--- src/rtl/async_tx_pkg.sv ---
package async_tx_pkg;

  typedef enum logic [1:0] {
    A_HOLD = 2'd0,
    A_CTRL = 2'd1,
    A_STAT = 2'd2,
    A_PORT = 2'd3
  } reg_addr_e;

  // Baud ticks in one whole frame: start + data + stop.
  function automatic int frame_ticks(input int data_bits, input int ticks_per_bit);
    return (data_bits + 2) * ticks_per_bit;
  endfunction

endpackage

--- src/rtl/tx_regs.sv ---
module tx_regs #(
  parameter int DW = 8
) (
  input  logic          clk,
  input  logic          rst_n,
  input  logic [1:0]    bus_addr,
  input  logic          bus_wr,
  input  logic          bus_rd,
  input  logic          bus_dma,
  input  logic [DW-1:0] bus_wdata,
  output logic [DW-1:0] bus_rdata,
  input  logic          load_evt,
  input  logic          frame_end,
  output logic [DW-1:0] hold_q,
  output logic          tx_en,
  output logic          port_dat,
  output logic          port_sel,
  output logic          empty,
  output logic          done,
  output logic          commit_evt,
  output logic          irq
);
  import async_tx_pkg::*;

  logic armed;
  logic wr_hold, wr_ctrl, wr_stat, wr_port;
  logic dma_commit, cpu_commit, arm_evt;

  assign wr_hold    = bus_wr && (bus_addr == A_HOLD);
  assign wr_ctrl    = bus_wr && (bus_addr == A_CTRL);
  assign wr_stat    = bus_wr && (bus_addr == A_STAT);
  assign wr_port    = bus_wr && (bus_addr == A_PORT);
  assign dma_commit = wr_hold && bus_dma;
  assign cpu_commit = wr_stat && !bus_wdata[0] && armed && empty;
  assign commit_evt = dma_commit || cpu_commit;
  assign arm_evt    = bus_rd && (bus_addr == A_STAT) && empty;
  assign irq        = tx_en && empty;

  always_ff @(posedge clk or negedge rst_n) begin
    if (!rst_n) begin
      hold_q   <= '0;
      tx_en    <= 1'b0;
      port_dat <= 1'b1;
      port_sel <= 1'b0;
      empty    <= 1'b1;
      done     <= 1'b1;
      armed    <= 1'b0;
    end else begin
      if (wr_hold) hold_q <= bus_wdata;
      if (wr_ctrl) tx_en <= bus_wdata[0];
      if (wr_port) begin
        port_dat <= bus_wdata[0];
        port_sel <= bus_wdata[1];
      end
      if (commit_evt)    empty <= 1'b0;
      else if (load_evt) empty <= 1'b1;
      if (commit_evt)    armed <= 1'b0;
      else if (arm_evt)  armed <= 1'b1;
      if (commit_evt)                done <= 1'b0;
      else if (frame_end && empty)   done <= 1'b1;
    end
  end

  always_comb begin
    bus_rdata = '0;
    if (bus_rd) begin
      case (bus_addr)
        A_HOLD: bus_rdata = hold_q;
        A_CTRL: bus_rdata[0] = tx_en;
        A_STAT: bus_rdata[1:0] = {done, empty};
        default: bus_rdata[1:0] = {port_sel, port_dat};
      endcase
    end
  end
endmodule

--- src/rtl/tx_frame.sv ---
module tx_frame #(
  parameter int DW  = 8,
  parameter int TPB = 16
) (
  input  logic          clk,
  input  logic          rst_n,
  input  logic          en,
  input  logic          baud_tick,
  input  logic          empty,
  input  logic [DW-1:0] hold_q,
  output logic          ser_out,
  output logic          load_evt,
  output logic          frame_end,
  output logic          pre_active
);
  localparam int NBITS  = DW + 2;
  localparam int FRAME  = async_tx_pkg::frame_ticks(DW, TPB);
  localparam int IDX_W  = $clog2(NBITS);
  localparam int TCK_W  = (TPB > 1) ? $clog2(TPB) : 1;
  localparam int PRE_W  = $clog2(FRAME + 1);

  logic             en_q, busy;
  logic [PRE_W-1:0] pre_cnt;
  logic [TCK_W-1:0] tick_cnt;
  logic [IDX_W-1:0] bit_idx;
  logic [DW-1:0]    shreg;
  logic             en_rise, bit_last_tick;

  function automatic logic frame_bit(input logic [DW-1:0] sh, input logic [IDX_W-1:0] idx);
    logic [NBITS-1:0] f;
    f = {1'b1, sh, 1'b0};
    return f[idx];
  endfunction

  assign en_rise       = en && !en_q;
  assign pre_active    = (pre_cnt != '0);
  assign bit_last_tick = en && busy && baud_tick && (tick_cnt == TCK_W'(TPB - 1));
  assign frame_end     = bit_last_tick && (bit_idx == IDX_W'(NBITS - 1));
  assign load_evt      = en && !en_rise && baud_tick && !pre_active && !empty &&
                         (!busy || frame_end);
  assign ser_out       = (en && busy) ? frame_bit(shreg, bit_idx) : 1'b1;

  always_ff @(posedge clk or negedge rst_n) begin
    if (!rst_n) begin
      en_q     <= 1'b0;
      pre_cnt  <= '0;
      busy     <= 1'b0;
      tick_cnt <= '0;
      bit_idx  <= '0;
      shreg    <= '0;
    end else begin
      en_q <= en;
      if (!en)                          pre_cnt <= '0;
      else if (en_rise)                 pre_cnt <= PRE_W'(FRAME);
      else if (baud_tick && pre_active) pre_cnt <= pre_cnt - 1'b1;

      if (!en) begin
        busy <= 1'b0;
      end else if (load_evt) begin
        busy     <= 1'b1;
        shreg    <= hold_q;
        bit_idx  <= '0;
        tick_cnt <= '0;
      end else if (frame_end) begin
        busy <= 1'b0;
      end else if (busy && baud_tick) begin
        if (bit_last_tick) begin
          tick_cnt <= '0;
          bit_idx  <= bit_idx + 1'b1;
        end else begin
          tick_cnt <= tick_cnt + 1'b1;
        end
      end
    end
  end
endmodule

--- src/rtl/tx_pinmux.sv ---
module tx_pinmux (
  input  logic ser_out,
  input  logic port_dat,
  input  logic port_sel,
  output logic pin
);
  assign pin = port_sel ? port_dat : ser_out;
endmodule

--- src/rtl/async_tx_chan.sv ---
module async_tx_chan #(
  parameter int DATA_BITS     = 8,
  parameter int TICKS_PER_BIT = 16
) (
  input  logic                 clk,
  input  logic                 rst_n,
  input  logic [1:0]           bus_addr,
  input  logic                 bus_wr,
  input  logic                 bus_rd,
  input  logic                 bus_dma,
  input  logic [DATA_BITS-1:0] bus_wdata,
  output logic [DATA_BITS-1:0] bus_rdata,
  input  logic                 baud_tick,
  output logic                 txd,
  output logic                 tx_irq
);
  logic [DATA_BITS-1:0] hold_q;
  logic tx_en, port_dat, port_sel, empty, done, commit_evt;
  logic ser_out, load_evt, frame_end, pre_active;

  tx_regs #(.DW(DATA_BITS)) u_regs (
    .clk(clk), .rst_n(rst_n), .bus_addr(bus_addr), .bus_wr(bus_wr),
    .bus_rd(bus_rd), .bus_dma(bus_dma), .bus_wdata(bus_wdata),
    .bus_rdata(bus_rdata), .load_evt(load_evt), .frame_end(frame_end),
    .hold_q(hold_q), .tx_en(tx_en), .port_dat(port_dat), .port_sel(port_sel),
    .empty(empty), .done(done), .commit_evt(commit_evt), .irq(tx_irq)
  );

  tx_frame #(.DW(DATA_BITS), .TPB(TICKS_PER_BIT)) u_frame (
    .clk(clk), .rst_n(rst_n), .en(tx_en), .baud_tick(baud_tick),
    .empty(empty), .hold_q(hold_q), .ser_out(ser_out), .load_evt(load_evt),
    .frame_end(frame_end), .pre_active(pre_active)
  );

  tx_pinmux u_mux (
    .ser_out(ser_out), .port_dat(port_dat), .port_sel(port_sel), .pin(txd)
  );
endmodule

--- config.mk ---
export PLATFORM = sky130hd
export DESIGN_NAME = async_tx_chan
export DESIGN_NICKNAME = d
export VERILOG_FILES = /design/src/rtl/async_tx_pkg.sv /design/src/rtl/tx_regs.sv /design/src/rtl/tx_frame.sv /design/src/rtl/tx_pinmux.sv /design/src/rtl/async_tx_chan.sv
export SDC_FILE = /design/constraint.sdc
export NUM_CORES = 1
export LEC_CHECK = 0
export ABC_AREA = 1
export BUFFER_PORTS_ARGS = -buffer_cell sky130_fd_sc_hd__buf_2
export CAP_MARGIN = 40
export CORE_ASPECT_RATIO = 1.75
export CORE_MARGIN = 3
export CORE_UTILIZATION = 60
export DETAILED_ROUTE_END_ITERATION = 7
export PLACE_DENSITY = 0.82
export SYNTH_ARGS = -nofsm -noshare
export SYNTH_HDL_FRONTEND = slang
export SYNTH_SLANG_ARGS = --single-unit
--- constraint.sdc ---
create_clock -name clk -period 5.32 [get_ports clk]
set_clock_uncertainty 0.2 [all_clocks]
set_input_delay 1.064 -clock clk [delete_from_list [all_inputs] [get_ports clk]]
set_output_delay 1.064 -clock clk [all_outputs]
set_load 0.005 [all_outputs]
---- After elaboration in Yosys (flattened, before gate mapping) ----
Cells that the tools add are included.
word-level totals
  register bits after elaboration ......... 40
  bits of input ports ..................... 16
  output and inout bits ................... 10
  logic and storage cells ................. 95
operators by class
  add/subtract/negate cells ............... 3
  magnitude comparators ................... 1
  equality and inequality tests ........... 8
  mux-type cells .......................... 28
  reduce and logical (&&, ||, !) cells .... 42
operators by type and width
  kind                                                    count
  2-to-1 mux 4 bit                                        8
  2-to-1 mux 8 bit                                        4
  logical AND 1 bit                                       24
  2-to-1 mux 1 bit                                        12
  nonzero test 2 bit                                      5
  adder 4 x 1 -> 4 bit (second input constant)            2
  == test 4 bit (second input constant)                   2
  nonzero test 8 bit                                      1
  subtractor 8 x 1 -> 8 bit (second input constant)       1
  zero test 1 bit                                         6
  2-to-1 mux 6 bit                                        1
  case mux 1 bit (3 select lines)                         2
  < comparator 4 x 5 -> 1 bit (second input constant)     1
  binary-select mux 1 bit (select 4 bit)                  1
  == test 2 bit (second input constant)                   2
  AND reduction 4 bit                                     1
  inequality test 3 x 1 -> 1 bit (second input constant)  1
  inequality test 3 x 2 -> 1 bit (second input constant)  1
  AND reduction 3 bit                                     1
  == test 2 x 1 -> 1 bit (second input constant)          1
  zero test 2 bit                                         1
  logical OR 1 bit                                        2
  inequality test 2 bit (second input constant)           1
  AND reduction 2 bit                                     1

---- Depth between registers and ports, before layout ----
Gate-level depths: netlist of the first run.
  depth after elaboration ................. 10
  depth in mapped cells ................... 10
  mapped depth without buffers ............ 10

---- By module ----
Synthesis of the first run repeated with hierarchy kept, for this count alone.
unflattened totals
  cell total of the unflattened synthesis .. 300
  area, all modules ....................... 2322.2 um^2
modules (own cells, without submodules)
  module     times used  cells an instance  area each (um^2)  seq. area each (um^2)
  tx_frame   1           203                1547.7            650.6
  tx_regs    1           93                 759.5             354.1
  tx_pinmux  1           4                  15.0              0.0

---- Worst setup path after synthesis of the first run ----
OpenSTA, ideal clock, no wires.
  path kind ............................... input-to-output
  from .................................... input port bus_addr[0]
  to ...................................... output port bus_rdata[0]
  data arrival time ....................... 1.578 ns
  data required time ...................... 4.056 ns
  slack ................................... 2.478 ns
  stages .................................. 5
  path buffers ............................ 0
  cell sequence ........................... nor2_1 nand2_1 o211ai_1 o211ai_1 inv_1
on the way
  longest elaborated chain between the ends .. 3
  elaborated cells on any way between the ends .. 5
  classes of those cells .................. eq/ne (2); mux (2); reduce/logical (1)
RTL lines
  item                                         RTL line             text
  from (decl)                                  async_tx_chan.sv:7   input logic [1:0] bus_addr,
  == test 2 bit, or another cell as far along  tx_regs.sv:67        case (bus_addr)
  case mux 1 bit (3 select lines) (*)          tx_regs.sv:67
  2-to-1 mux 8 bit (*)                         tx_regs.sv:66        if (bus_rd) begin
  to (decl)                                    async_tx_chan.sv:12  output logic [DATA_BITS-1:0] bus_rdata,
Every way passes the cells marked *; elsewhere a longest branch is shown, timed or not.

---- Worst setup path after layout of the first run ----
  from .................................... input port bus_addr[0]
  to ...................................... output port bus_rdata[7]
on the way
  longest elaborated chain between the ends .. 3
RTL lines
  item              RTL line
  zero test 2 bit   tx_regs.sv:67
  2-to-1 mux 6 bit  tx_regs.sv:67
  2-to-1 mux 8 bit  tx_regs.sv:66
No other way between the ends.

==> results of run 1 <==
## layout make-up
type | count | share of cell area, %
timing repair buffer | 26 | 5.927
sequential | 40 | 41.03
multi-input combinational | 193 | 41.03
inverter | 42 | 6.438
tap | 45 | 2.299
clock buffer | 8 | 3.270
## state kept, by name, indices dropped and copies added, names as in the netlist
name              flops
u_frame.shreg         8
u_regs.done           1
u_regs.tx_en          1
u_frame.pre_cnt       8
u_regs.empty          1
u_frame.tick_cnt      4
u_regs.port_sel       1
u_regs.port_dat       1
u_frame.bit_idx       4
u_regs.armed          1
u_frame.en_q          1
u_regs.hold_q         8
u_frame.busy          1
## cells in the final DEF (no fill, tap or decap), drive strengths merged, types with 2 or more instances in the layout
cell    count
xor2        4
nand3      28
a21oi      13
nor3        2
nor2       29
o21ai      24
nand4      14
buf        26
dfrtp      37
nand2      66
o211ai      6
ha          5
clkbuf      8
inv        42
dfstp       3
## critical path, delay by kind of cell
kind	cells	cell delay, ns
simple gates	3	0.62
buf+inv	2	0.25
## per-stage QoR
stage	utilization, %	hold slack (ns)	cell area, µm²	cells
3_5_place_dp	68.29	0.2627	2369	346
3_3_place_gp	67.71	0.2609	2349	345
5_1_grt	70.60	0.3008	2449	354
2_1_floorplan	-	0.2425	2206	281
6_report	70.60	0.2800	2449	354
4_1_cts	70.60	0.2852	2449	354
## routing by layer
layer / wire length [µm] / track usage [%]
met5: 0 / 0
met4: 106 / 10.26
met3: 137 / 3.959
met2: 2389 / 42.50
met1: 1712 / 23.39
## worst paths after layout
path                                  start  slack (ns)                   to
min in group asynchronous             rst_n        0.49  u_frame.tick_cnt[0]
max reg2reg                    u_regs.tx_en        3.16     u_frame.shreg[1]
max                             bus_addr[0]        2.11         bus_rdata[7]
min reg2reg                u_frame.shreg[3]        0.28     u_frame.shreg[3]
max in group asynchronous             rst_n        3.89      u_regs.port_dat
min                        u_frame.shreg[3]        0.28     u_frame.shreg[3]
## cell families (layout without fill, tap and decap cells)
group / Yosys count / in the layout / share of synthesized area (%)
compound gates: 44 / 44 / 12.20
buf+inv: 48 / 76 / 8.905
xor+xnor: 4 / 4 / 1.588
flops: 40 / 40 / 45.55
simple gates: 140 / 140 / 28.93
fa+ha+maj: 5 / 5 / 2.836
## power breakdown
part           switching (mW)  internal [mW]  leakage, nW
Sequential             0.0452          0.369        0.504
Clock                  0.0945         0.0931       0.0395
Combinational           0.125         0.0790        0.763
Total                   0.264          0.541         1.31
==> reports/metrics.csv, run 1 <==
metric,value,unit
status,finished clean,
drc,0,
seq_area_frac_synth,45.55,%
min_period,3.210,ns
htreeDepth,2,
hold_viol_final,0,
setup_tns,0,ns
worstPathCellList,buf_2 > nor2_1 > nand2_1 > nor2_1 > buf_2,
synthTopCellsByArea,"dfrtp_1 42%, nand2_1 11%, inv_1 7.0%",
via_count,1891,
num_rows,28,
insertion_delay,0.28,ns
slowest_stage,nor2_1,
wl,4345,µm
ctsHoldBuffers,0,
fmax,311.6,MHz
power.total,0.8057,mW
min_path_type,flip-flop to flip-flop,
dr.first_iter.drc_count,56,
wl_per_cell,12.27,µm
worstRegToRegCells,7,
synth_edf_count,0,
nNetsFinal,329,
cts_tree,done,
start_util,63.60,%
peakVddDrop,0.0002605,V
ys_async_sr_fraction,100.0,%
layout-drive-gt1-share,16.50,%
die-area,4469,µm²
syn_area_per_cell,7.850,µm²
ff_latch_area,1005,µm²
fp.dieW,51.84,µm
final_antenna_net_count,0,
yosys_warnings,0,
io_buffers,25,
power_density,329.0,nW/µm²
grt_pass1_vias,1900,
diodes,0,
drt_pass1_iterations,4,
worstSetupPathType,input pin to primary output,
multiInputGateArea,1005,µm²
antenna_found_initial,0,
gp_congestion,0.8568,
cts_sinks,40,
tightest_slew,0.5380,ns
clockBufferDepth,2,
synthTopCellsByCount,"63 x nand2_1, 41 x inv_1, 37 x dfrtp_1, 28 x nand3_1, 25 x nor2_1",
hold_depth,2,
io_pins,26,
grt_start_max_net_pins,29,
avgViaCountPerCell,5.342,
coreArea,3468,µm²
cts_setup_buffers,0,
ys_types,24,
finalCritPeriodShare,60.33,%
crit_fanout,6,
power.leakage,1.307,nW
syn_area,2206,µm²
place_ws,2.123,ns
grt_use_total,22.71,%
grt-ovfl-total,0,
cts_resized,0,
yosys_register_bits,40,
syn_to_final_growth,11.00,%
numCtsBuffers,5,
drv_cap,0,
synthFlopType,dfrtp_1,
worst_slack,2.110,ns
yosysMostFrequentCell,nand2_1,
num-fill-cells,281,
synthesis.nets,302,
cp.arrival,1.95,ns
rsz0062_at_grt,false,
startpoint_type,input pin,
netlist.top_cell.by_area,dfrtp_1,
slew_headroom,64.13,%
critPathCaptureType,primary output,
drv_slew,0,
synth_top_area_share,41.97,%
synthCells,281,
setup_viol,0,
cp_data_required_time,4.06,ns
dp_hpwl,3277,µm
die_height,86.21,µm
ctsRootBufferMaster,clkbuf_8,
grt_pass1_wl,7803,µm
cp_slowest_stage_delay,0.25,ns
path_clk_slew,0.07,ns
(Power assumes the default switching activity.)
==> inputs of run 2 (changes only) <==
CORE_UTILIZATION = 58   (was 60)
PLACE_DENSITY = 0.79   (was 0.82)
clock period = 3.35 ns   (was 5.32 ns; I/O delays follow)
==> reports/metrics.csv, run 2 (synthesis results as in run 1) <==
metric,value,unit,change
status,finished clean,,unchanged
sequentialPowerShare,51.0,%,was 51.4%
grt_pass1_wl,7562,µm,was 7803 µm
startpoint_type,flip-flop,,was input pin
syn_to_final_growth,11.12,%,was 11.00%
cts_tree,done,,unchanged
cp_data_required_time,2.48,ns,was 4.06 ns
mostFrequentLayoutCells,"63 x nand2_1, 41 x inv_1, 37 x dfrtp_1, 28 x nand3_1",,unchanged
crit_path_start,u_regs.tx_en,,was bus_addr[0]
num_rows,29,,was 28
final_antenna_net_count,0,,unchanged
cts_resized,0,,unchanged
drc,0,,unchanged
fp.dieW,52.62,µm,was 51.84 µm
tightest_slew,0.5376,ns,was 0.5380 ns
worstSetupPathType,flip-flop to primary output,,was input pin to primary output
slew_headroom,64.16,%,was 64.13%
wl,4308,µm,was 4345 µm
grt_use_total,21.76,%,was 22.71%
fmax,414.8,MHz,
power.leakage,1.309,nW,was 1.307 nW
cp.arrival,1.54,ns,was 1.95 ns
cts_sinks,40,,unchanged
io_buffers,25,,unchanged
ctsHoldBuffers,0,,unchanged
grt-ovfl-total,0,,unchanged
die-area,4608,µm²,was 4469 µm²
hold_slack,0.07535,ns,was 0.2800 ns
reg.largest.list,"u_frame.pre_cnt (8), u_frame.shreg (8), u_regs.hold_q (8)",,unchanged
dr.first_iter.drc_count,45,,was 56
numCtsBuffers,5,,unchanged
coreArea,3628,µm²,was 3468 µm²
diodes,0,,unchanged
path_clk_slew,0.08,ns,was 0.07 ns
antenna_found_initial,0,,unchanged
finalCritPeriodShare,71.96,%,
dp_hpwl,3252,µm,was 3277 µm
power_density,524.3,nW/µm²,was 329.0 nW/µm²
via_count,1914,,was 1891
grt_start_max_net_pins,29,,unchanged
clockBufferDepth,2,,unchanged
min_period,2.411,ns,
die_height,87.58,µm,was 86.21 µm
htreeDepth,2,,unchanged
p_int,0.8572,mW,was 0.5413 mW
netSwitchingFraction,33.29,%,was 32.82%
layout-drive-gt1-share,16.83,%,was 16.50%
min_path_type,input pin to asynchronous set/reset pin,,was flip-flop to flip-flop
drt_pass1_iterations,4,,unchanged
pwr-share-clk,23.8,%,was 23.3%
wl_per_cell,12.14,µm,was 12.27 µm
drv_cap,0,,unchanged
peakVddDrop,0.0004398,V,was 0.0002605 V
hold_viol_final,0,,unchanged
rsz0062_at_grt,false,,unchanged
io_pins,26,,unchanged
final_common_cell,nand2_1,,unchanged
start_util,60.79,%,was 63.60%
setup_tns,0,ns,unchanged
net-switching-power,0.4278,mW,was 0.2644 mW
ctsRootBufferMaster,clkbuf_8,,unchanged
cts_setup_buffers,0,,unchanged
crit_fanout,17,,was 6
grt_pass1_vias,1799,,was 1900
gp_congestion,0.7962,,was 0.8568
nNetsFinal,329,,unchanged
setup_viol,0,,unchanged
insertion_delay,0.29,ns,was 0.28 ns
crit-reg2reg-launch,u_regs.tx_en,,unchanged
drv_slew,0,,unchanged
avgViaCountPerCell,5.392,,was 5.342
combPwrFrac,25.2,%,was 25.3%
critPathCaptureType,primary output,,unchanged
## run 2: cell types whose count changed in the layout (fill, tap and decap cells not counted)
cell,change
clkbuf_1,-1
clkinv_2,+1
## run 2: path summary, 6_finish.rpt
check	endpoint	slack (ns)	cells past startpoint
worst min register to register	u_frame.shreg[3]	0.28	2
min in group clk	u_frame.shreg[3]	0.28	2
worst max-delay path	bus_rdata[0]	0.94	5
max in group asynchronous	u_regs.port_dat	2.34	2
worst max register to register	u_frame.bit_idx[1]	1.19	7
worst min-delay path	u_frame.tick_cnt[0]	0.08	1
## run 2: power by group through the flow
stage / Sequential (mW) / Combinational, mW / Clock [mW]
after floorplan: 0.638 / 0.258 / 0
after global placement: 0.662 / 0.312 / 0
after detailed placement: 0.663 / 0.328 / 0
after CTS: 0.654 / 0.329 / 0.317
after global routing: 0.668 / 0.377 / 0.338
final: 0.655 / 0.324 / 0.305
## run 2: worst max-delay path, cell delays in order (launching register included)
cell and delay, ns:
dfrtp_1 0.68, o21ai_0 0.17, o211ai_1 0.12, o211ai_1 0.11
inv_1 0.07, buf_2 0.10
## run 2: final cells by class
| class | instances | area (µm²) |
|---|---|---|
| Clock buffer | 7 | 76.32 |
| Fill cell | 328 | 1177 |
| Tap cell | 46 | 57.56 |
| Multi-Input combinational cell | 193 | 1005 |
| Sequential cell | 40 | 1005 |
| Inverter | 42 | 157.7 |
| Timing Repair Buffer | 26 | 145.1 |
| Clock inverter | 1 | 5.005 |
## run 2: per-layer routing
metal / track usage (%) / up-vias / wire length [µm]
li1: - / 973 / -
met4: 9.535 / 0 / 91
met2: 38.24 / 32 / 2318
met1: 24.10 / 900 / 1738
met3: 5.451 / 9 / 160
met5: 0 / - / 0
## run 2: per-stage QoR
step	util [%]	setup slack, ns	total power [mW]	cells	instance area, µm²
final	67.55	0.9392	1.285	355	2451
after floorplan	-	1.296	0.8955	281	2206
after CTS	67.55	0.9346	1.299	355	2451
after detailed placement	65.31	0.9617	0.9903	347	2370
after global routing	67.55	0.8230	1.383	355	2451
after global placement	64.76	0.9717	0.9734	346	2350
